**src/rtl/smt_pkg.sv**
```systemverilog
package smt_pkg;

    localparam int IN_ADDR_W  = 24;
    localparam int EXT_ADDR_W = 21;
    localparam int EXW_W      = 10;
    localparam int NWAIT_W    = 5;
    localparam int PRE_W      = 4;
    localparam int LANES      = 2;

    typedef enum logic [1:0] {
        ST_IDLE   = 2'd0,
        ST_STROBE = 2'd1,
        ST_GAP    = 2'd2,
        ST_ACK    = 2'd3
    } smt_state_e;

    typedef struct packed {
        logic             oe;
        logic             we;
        logic [LANES-1:0] bls;
    } smt_strobe_t;

    function automatic logic [LANES-1:0] lane_pick(input logic is_write,
                                                    input logic [LANES-1:0] be);
        return is_write ? be : {LANES{1'b1}};
    endfunction

endpackage

```
**src/rtl/smt_addr_map.sv**
```systemverilog
module smt_addr_map #(
    parameter int IN_W  = 24,
    parameter int OUT_W = 21
) (
    input  logic [IN_W-1:0]  byte_addr,
    input  logic             wide,
    input  logic             nomap,
    output logic [OUT_W-1:0] dev_addr
);
    localparam int SHIFT_HI = OUT_W;

    logic [OUT_W-1:0] plain_addr;
    logic [OUT_W-1:0] halved_addr;

    generate
        if (IN_W > OUT_W) begin : g_wide_in
            assign plain_addr  = byte_addr[OUT_W-1:0];
            assign halved_addr = byte_addr[SHIFT_HI:1];
        end else begin : g_narrow_in
            logic [OUT_W:0] ext_addr;
            assign ext_addr    = {{(OUT_W+1-IN_W){1'b0}}, byte_addr};
            assign plain_addr  = ext_addr[OUT_W-1:0];
            assign halved_addr = ext_addr[SHIFT_HI:1];
        end
    endgenerate

    always_comb begin
        if (wide && !nomap) dev_addr = halved_addr;
        else                dev_addr = plain_addr;
    end
endmodule

```
**src/rtl/smt_wait_counter.sv**
```systemverilog
module smt_wait_counter #(
    parameter int CNT_W = 10,
    parameter int NW_W  = 5,
    parameter int PRE_W = 4
) (
    input  logic             clk,
    input  logic             rst,
    input  logic             load,
    input  logic             run,
    input  logic             ext_mode,
    input  logic [CNT_W-1:0] ext_cnt,
    input  logic [NW_W-1:0]  norm_cnt,
    output logic             expire
);
    localparam logic [PRE_W-1:0] PRE_TOP = {PRE_W{1'b1}};

    logic [PRE_W-1:0] pre_q;
    logic [CNT_W-1:0] main_q;
    logic             ext_q;
    logic             at_zero;

    assign at_zero = (pre_q == '0) && (main_q == '0);
    assign expire  = run && at_zero;

    always_ff @(posedge clk) begin
        if (rst) begin
            pre_q  <= '0;
            main_q <= '0;
            ext_q  <= 1'b0;
        end else if (load) begin
            ext_q  <= ext_mode;
            pre_q  <= ext_mode ? PRE_TOP : '0;
            main_q <= ext_mode ? ext_cnt : CNT_W'(norm_cnt);
        end else if (run && !at_zero) begin
            if (pre_q == '0) begin
                pre_q  <= ext_q ? PRE_TOP : '0;
                main_q <= main_q - 1'b1;
            end else begin
                pre_q <= pre_q - 1'b1;
            end
        end
    end

    AST_EXPIRE_SINGLE: assert property (@(posedge clk) disable iff (rst)
        expire |=> !expire);
    AST_NORMAL_NO_PRESCALE: assert property (@(posedge clk) disable iff (rst)
        (run && !ext_q) |-> (pre_q == '0));
endmodule

```
**src/rtl/smt_ctrl.sv**
```systemverilog
module smt_ctrl
    import smt_pkg::*;
(
    input  logic clk,
    input  logic rst,
    input  logic req,
    input  logic expire,
    output logic accept,
    output logic running,
    output logic ack
);
    smt_state_e state_q, state_d;

    assign accept  = (state_q == ST_IDLE) && req;
    assign running = (state_q == ST_STROBE);
    assign ack     = (state_q == ST_ACK);

    always_comb begin
        state_d = state_q;
        unique case (state_q)
            ST_IDLE:   if (req)    state_d = ST_STROBE;
            ST_STROBE: if (expire) state_d = ST_GAP;
            ST_GAP:                state_d = ST_ACK;
            ST_ACK:                state_d = ST_IDLE;
            default:               state_d = ST_IDLE;
        endcase
    end

    always_ff @(posedge clk) begin
        if (rst) state_q <= ST_IDLE;
        else     state_q <= state_d;
    end

    AST_ACK_ONE_CYCLE: assert property (@(posedge clk) disable iff (rst)
        ack |=> !ack);
    AST_NO_ACCEPT_BUSY: assert property (@(posedge clk) disable iff (rst)
        (running || ack) |-> !accept);
endmodule

```
**src/rtl/static_strobe_timer.sv**
```systemverilog
module static_strobe_timer
    import smt_pkg::*;
#(
    parameter int IN_W   = smt_pkg::IN_ADDR_W,
    parameter int OUT_W  = smt_pkg::EXT_ADDR_W,
    parameter int EXW    = smt_pkg::EXW_W,
    parameter int NWW    = smt_pkg::NWAIT_W,
    parameter int PREW   = smt_pkg::PRE_W,
    parameter int NLANES = smt_pkg::LANES
) (
    input  logic              clk,
    input  logic              rst,
    input  logic              req,
    input  logic [IN_W-1:0]   req_addr,
    input  logic              req_write,
    input  logic [NLANES-1:0] req_be,
    input  logic              req_wide,
    input  logic              ext_wait_en,
    input  logic [EXW-1:0]    ext_wait_cnt,
    input  logic [NWW-1:0]    norm_wait,
    input  logic              addr_nomap,
    output logic              ack,
    output logic [OUT_W-1:0]  mem_addr,
    output logic              mem_oe,
    output logic              mem_we,
    output logic [NLANES-1:0] mem_bls
);
    logic             accept;
    logic             running;
    logic             expire;
    logic [OUT_W-1:0] dev_addr;
    logic [OUT_W-1:0] addr_q;
    logic             oe_q, we_q;
    logic [NLANES-1:0] bls_q;
    logic [NLANES-1:0] lane_d;

    smt_ctrl u_ctrl (
        .clk     (clk),
        .rst     (rst),
        .req     (req),
        .expire  (expire),
        .accept  (accept),
        .running (running),
        .ack     (ack)
    );

    smt_wait_counter #(
        .CNT_W (EXW),
        .NW_W  (NWW),
        .PRE_W (PREW)
    ) u_cnt (
        .clk      (clk),
        .rst      (rst),
        .load     (accept),
        .run      (running),
        .ext_mode (ext_wait_en),
        .ext_cnt  (ext_wait_cnt),
        .norm_cnt (norm_wait),
        .expire   (expire)
    );

    smt_addr_map #(
        .IN_W  (IN_W),
        .OUT_W (OUT_W)
    ) u_map (
        .byte_addr (req_addr),
        .wide      (req_wide),
        .nomap     (addr_nomap),
        .dev_addr  (dev_addr)
    );

    genvar gi;
    generate
        for (gi = 0; gi < NLANES; gi++) begin : g_lane
            assign lane_d[gi] = req_write ? req_be[gi] : 1'b1;
        end
    endgenerate

    always_ff @(posedge clk) begin
        if (rst) begin
            addr_q <= '0;
            oe_q   <= 1'b0;
            we_q   <= 1'b0;
            bls_q  <= '0;
        end else if (accept) begin
            addr_q <= dev_addr;
            oe_q   <= !req_write;
            we_q   <= req_write;
            bls_q  <= lane_d;
        end else if (expire) begin
            oe_q  <= 1'b0;
            we_q  <= 1'b0;
            bls_q <= '0;
        end
    end

    assign mem_addr = addr_q;
    assign mem_oe   = oe_q;
    assign mem_we   = we_q;
    assign mem_bls  = bls_q;

    AST_STROBE_EXCLUSIVE: assert property (@(posedge clk) disable iff (rst)
        !(mem_oe && mem_we));
    AST_READ_ALL_LANES: assert property (@(posedge clk) disable iff (rst)
        mem_oe |-> (&mem_bls));
    AST_LANES_UNDER_STROBE: assert property (@(posedge clk) disable iff (rst)
        (mem_bls != '0) |-> (mem_oe || mem_we));
    AST_ADDR_FROZEN: assert property (@(posedge clk) disable iff (rst)
        ((mem_oe || mem_we) && $past(mem_oe || mem_we)) |-> $stable(mem_addr));
    AST_ACK_AFTER_GAP: assert property (@(posedge clk) disable iff (rst)
        ack |-> (!(mem_oe || mem_we) && $past(!(mem_oe || mem_we))));
endmodule

```
**config.mk**
```make
export PLATFORM = sky130hd
export DESIGN_NAME = static_strobe_timer
export DESIGN_NICKNAME = d
export VERILOG_FILES = /design/src/rtl/smt_pkg.sv /design/src/rtl/smt_addr_map.sv /design/src/rtl/smt_wait_counter.sv /design/src/rtl/smt_ctrl.sv /design/src/rtl/static_strobe_timer.sv
export SDC_FILE = /design/constraint.sdc
export NUM_CORES = 1
export LEC_CHECK = 0
export ABC_AREA = 1
export BUFFER_PORTS_ARGS = -buffer_cell sky130_fd_sc_hd__clkbuf_2
export CAP_MARGIN = 10
export CORE_MARGIN = 1
export CORE_UTILIZATION = 30
export DETAILED_ROUTE_END_ITERATION = 10
export GPL_TIMING_DRIVEN = 0
export SYNTH_ARGS = -nofsm -noshare
export SYNTH_HDL_FRONTEND = slang
export SYNTH_HIERARCHICAL = 1
export SYNTH_SLANG_ARGS = --single-unit
```
**constraint.sdc**
```tcl
create_clock -name clk -period 1.6 [get_ports clk]
set_clock_uncertainty 0.15 [all_clocks]
set_input_delay 0.32 -clock clk [delete_from_list [all_inputs] [get_ports clk]]
set_output_delay 0.32 -clock clk [all_outputs]
set_load 0.01 [all_outputs]
```
==> impl_metrics.yaml <==
sta:
  maxSlewHeadroom_pct: 80.3
  fin_crit_ns: 1.55
  fmax_mhz: 645
  finalCritPeriodShare_pct: 96.9
  rsz0062_at_grt: "true"
  setup-violations-final: 0
  tightestPinTransition_ns: 0.296
  report.final.hold_viol_count: 0
  final_max_slew_viol_count: 0
placement:
  portBuffers: 71
  dp_cells: 591
  hpwl_um: 5040
  globalplace.congestion: 0.756
power_and_ir_drop:
  switching_share_pct: 46.4
  p_comb_share_pct: 64.5
  p_int_mw: 3.49
  finalPower_mw: 6.51
  seq_power_share_pct: 24.3
  p_switching_mw: 3.02
  vdd_drop_max_uv: 481
  leakage_nw: 1.77
  pwr-share-clk_pct: 11.2
  powerDensity_nw_per_um2: 1820
clocking:
  cts_hold_buf: 0
  cts_max_path_buffers: 2
  cts_root_buf: "clkbuf_8"
  cts_made_buffers: 5
  htreeDepth: 2
  clock_latency_ns: 0.30
  cts_tree: "built"
  cts.sinks: 42
  clk_pin_slew_worst_paths_ns: 0.08
yosys:
  yosysTopAreaCellShare_pct: 31.2
  synthArstFlopShare_pct: 0
  netlist.top_cell.by_area: "dfxtp_1"
  synth_most_common_cell: "nand2_1"
  synth-seq-cells: 42
  synth_commonest_cells: "153 x nand2_1, 44 x nand3_1, 42 x dfxtp_1, 41 x nor2_1, 29 x inv_1"
  yosysWarnings: 6
  synthesis.area_um2: 2700
  syn_inst: 412
  synth_flop_cell: "dfxtp_1"
  ys_seq_area_share_pct: 31.2
  synth.distinct_cells: 24
  synthTopCellsByArea: "dfxtp_1 31%, nand2_1 21%, nand3_1 8.2%, a21oi_2 6.2%, nor2_1 5.7%"
  synth_edf_count: 0
  syn_avg_cell_area_um2: 6.55
  synth_nets: 467
worst_setup_path:
  arrival_ns: 1.08
  cp_cell_sequence: "buf_4, ha_2, buf_2"
  worstSetupPathType: "flop to primary output"
  crit_slowest_cell: "dfxtp_2"
  critPathLaunchType: "flop"
  cp.required_ns: 1.13
  cpPeakStageDelay_ns: 0.34
  endpoint_kind: "primary output"
  crit_path_max_fanout: 3
cells_and_area:
  drive_gt1_share_pct: 38.3
  diodes: 0
  finalNonFillerCells: 615
  fillCellCount: 926
  area_growth_syn_to_layout_pct: 32.5
  nNetsFinal: 561
global_route:
  grt_pass1_vias: 2606
  antenna_found_initial: 0
  grt_pass1_wl_um: 11300
  grt_overflow: 0
  grt_max_degree: 13
  grt_util_all_layers_pct: 14.4
detailed_routing:
  routed_wl_um: 6770
  drt_iter0_drc: 55
  vias: 2769
  wl_per_cell_um: 11.0
  dr.pass1.iters: 4
  drc: 0
  ant_nets: 0
  viasPerCell: 4.50
hold_path:
  hold_class: "input pin to flop"
floorplan:
  io_pins: 74
  initial_utilization_pct: 30.9
  num_rows: 34
  die_w_um: 96.8
  die_y_um: 96.8
  core-area_um2: 8720
  die-area_um2: 9380
status:
  status: "completed"
run:
  max_cap_violations: 0
[cells by family (layout without fill, tap and decap cells)]
group           Yosys count  count (layout)  synth area share (%)
simple gates            265             265                  43.9
buf+inv                  52             147                  10.5
compound gates           46              46                  11.2
fa+ha+maj                 7               7                  3.25
flops                    42              42                  31.2
[power by group through the flow]
stage / Sequential (mW) / Clock, mW / Combinational (mW)
floorplan: 1.60 / 0 / 2.70
global placement: 1.57 / 0 / 3.38
detailed placement: 1.58 / 0 / 3.44
CTS: 1.56 / 0.764 / 3.70
global route: 1.63 / 0.814 / 4.73
finish: 1.59 / 0.727 / 4.20
[state kept, by name, summed over array words and instances (netlist names)]
signal          flops
u_cnt/ext_q         1
mem_we              1
u_cnt/main_q       10
u_ctrl/state_q      2
mem_addr           21
mem_oe              1
mem_bls             2
u_cnt/pre_q         4
[worst paths after layout]
path / startpoint / to / slack [ns] / depth (start not counted)
max: u_ctrl/state_q[0] / ack / 0.05 / 3
min: req_write / mem_we / 0.14 / 3
max reg2reg: u_cnt/main_q[0] / u_cnt/main_q[0] / 0.09 / 10
min reg2reg: mem_addr[4] / mem_addr[4] / 0.31 / 2
[routing by layer]
layer	share of wire (%)	global-route usage, %
met5	0	0
met4	0.87	3.79
met3	6.2	4.26
met2	48	25.0
met1	45	17.3
[layout by cell type, fill, tap and decap left out, types with 2 or more instances in the layout]
| cell type | synthesis | final |
|---|---|---|
| inv_1 | 29 | 20 |
| buf_12 | 2 | 2 |
| nor2_1 | 41 | 36 |
| buf_2 | 8 | 7 |
| nand2_4 | 5 | 7 |
| inv_2 | 5 | 11 |
| clkbuf_2 | 0 | 70 |
| nand3_1 | 44 | 42 |
| clkbuf_8 | 0 | 6 |
| nand2_2 | 15 | 18 |
| dfxtp_1 | 42 | 36 |
| nand3_2 | 1 | 2 |
| nor2_4 | 3 | 4 |
| ha_4 | 0 | 4 |
| buf_8 | 2 | 4 |
| a21oi_2 | 19 | 19 |
| nand3_4 | 2 | 3 |
| a21oi_1 | 16 | 16 |
| buf_4 | 3 | 18 |
| ha_1 | 7 | 2 |
| nor2_2 | 0 | 4 |
| nand2_1 | 153 | 147 |
| dfxtp_2 | 0 | 6 |
| o21ai_0 | 10 | 9 |
[critical path: cells and delay by family (launching register included)]
kind       cells  cell delay [ns]
flops          1             0.34
fa+ha+maj      1             0.17
buf+inv        2             0.28
[through the flow]
stage	TNS [ns]	util [%]	hold slack, ns	area (um^2)	setup slack, ns
after floorplan	0	-	0.239	2710	0.0124
after CTS	0	38.9	0.134	3390	0.00441
after global placement	-2.52	36.7	0.301	3200	-0.225
final	0	41.0	0.141	3580	0.0495
after detailed placement	-3.06	36.7	0.304	3200	-0.245
after global routing	-0.0644	41.0	0.131	3580	-0.0291
[layout make-up]
| type | instances | area [um^2] | share of cell area, % |
|---|---|---|---|
| buffer | 16 | 164 | 4.58 |
| inverter | 36 | 163 | 4.55 |
| sequential | 42 | 848 | 23.7 |
| multi-input combinational | 318 | 1700 | 47.5 |
| tap | 108 | 135 | 3.78 |
| timing repair buffer | 86 | 468 | 13.1 |
| clock buffer | 7 | 86.3 | 2.41 |
| timing repair inverter | 1 | 7.51 | 0.210 |
| clock inverter | 1 | 5.00 | 0.140 |
[repair_timing]
action | CTS | global route
pin swaps | 6 | 15
setup buffers | 4 | 11
cloned | 1 | 0
setup endpoints to repair | 38 | 41
resized for setup | 23 | 33
Power figures use the tool's default switching activity.
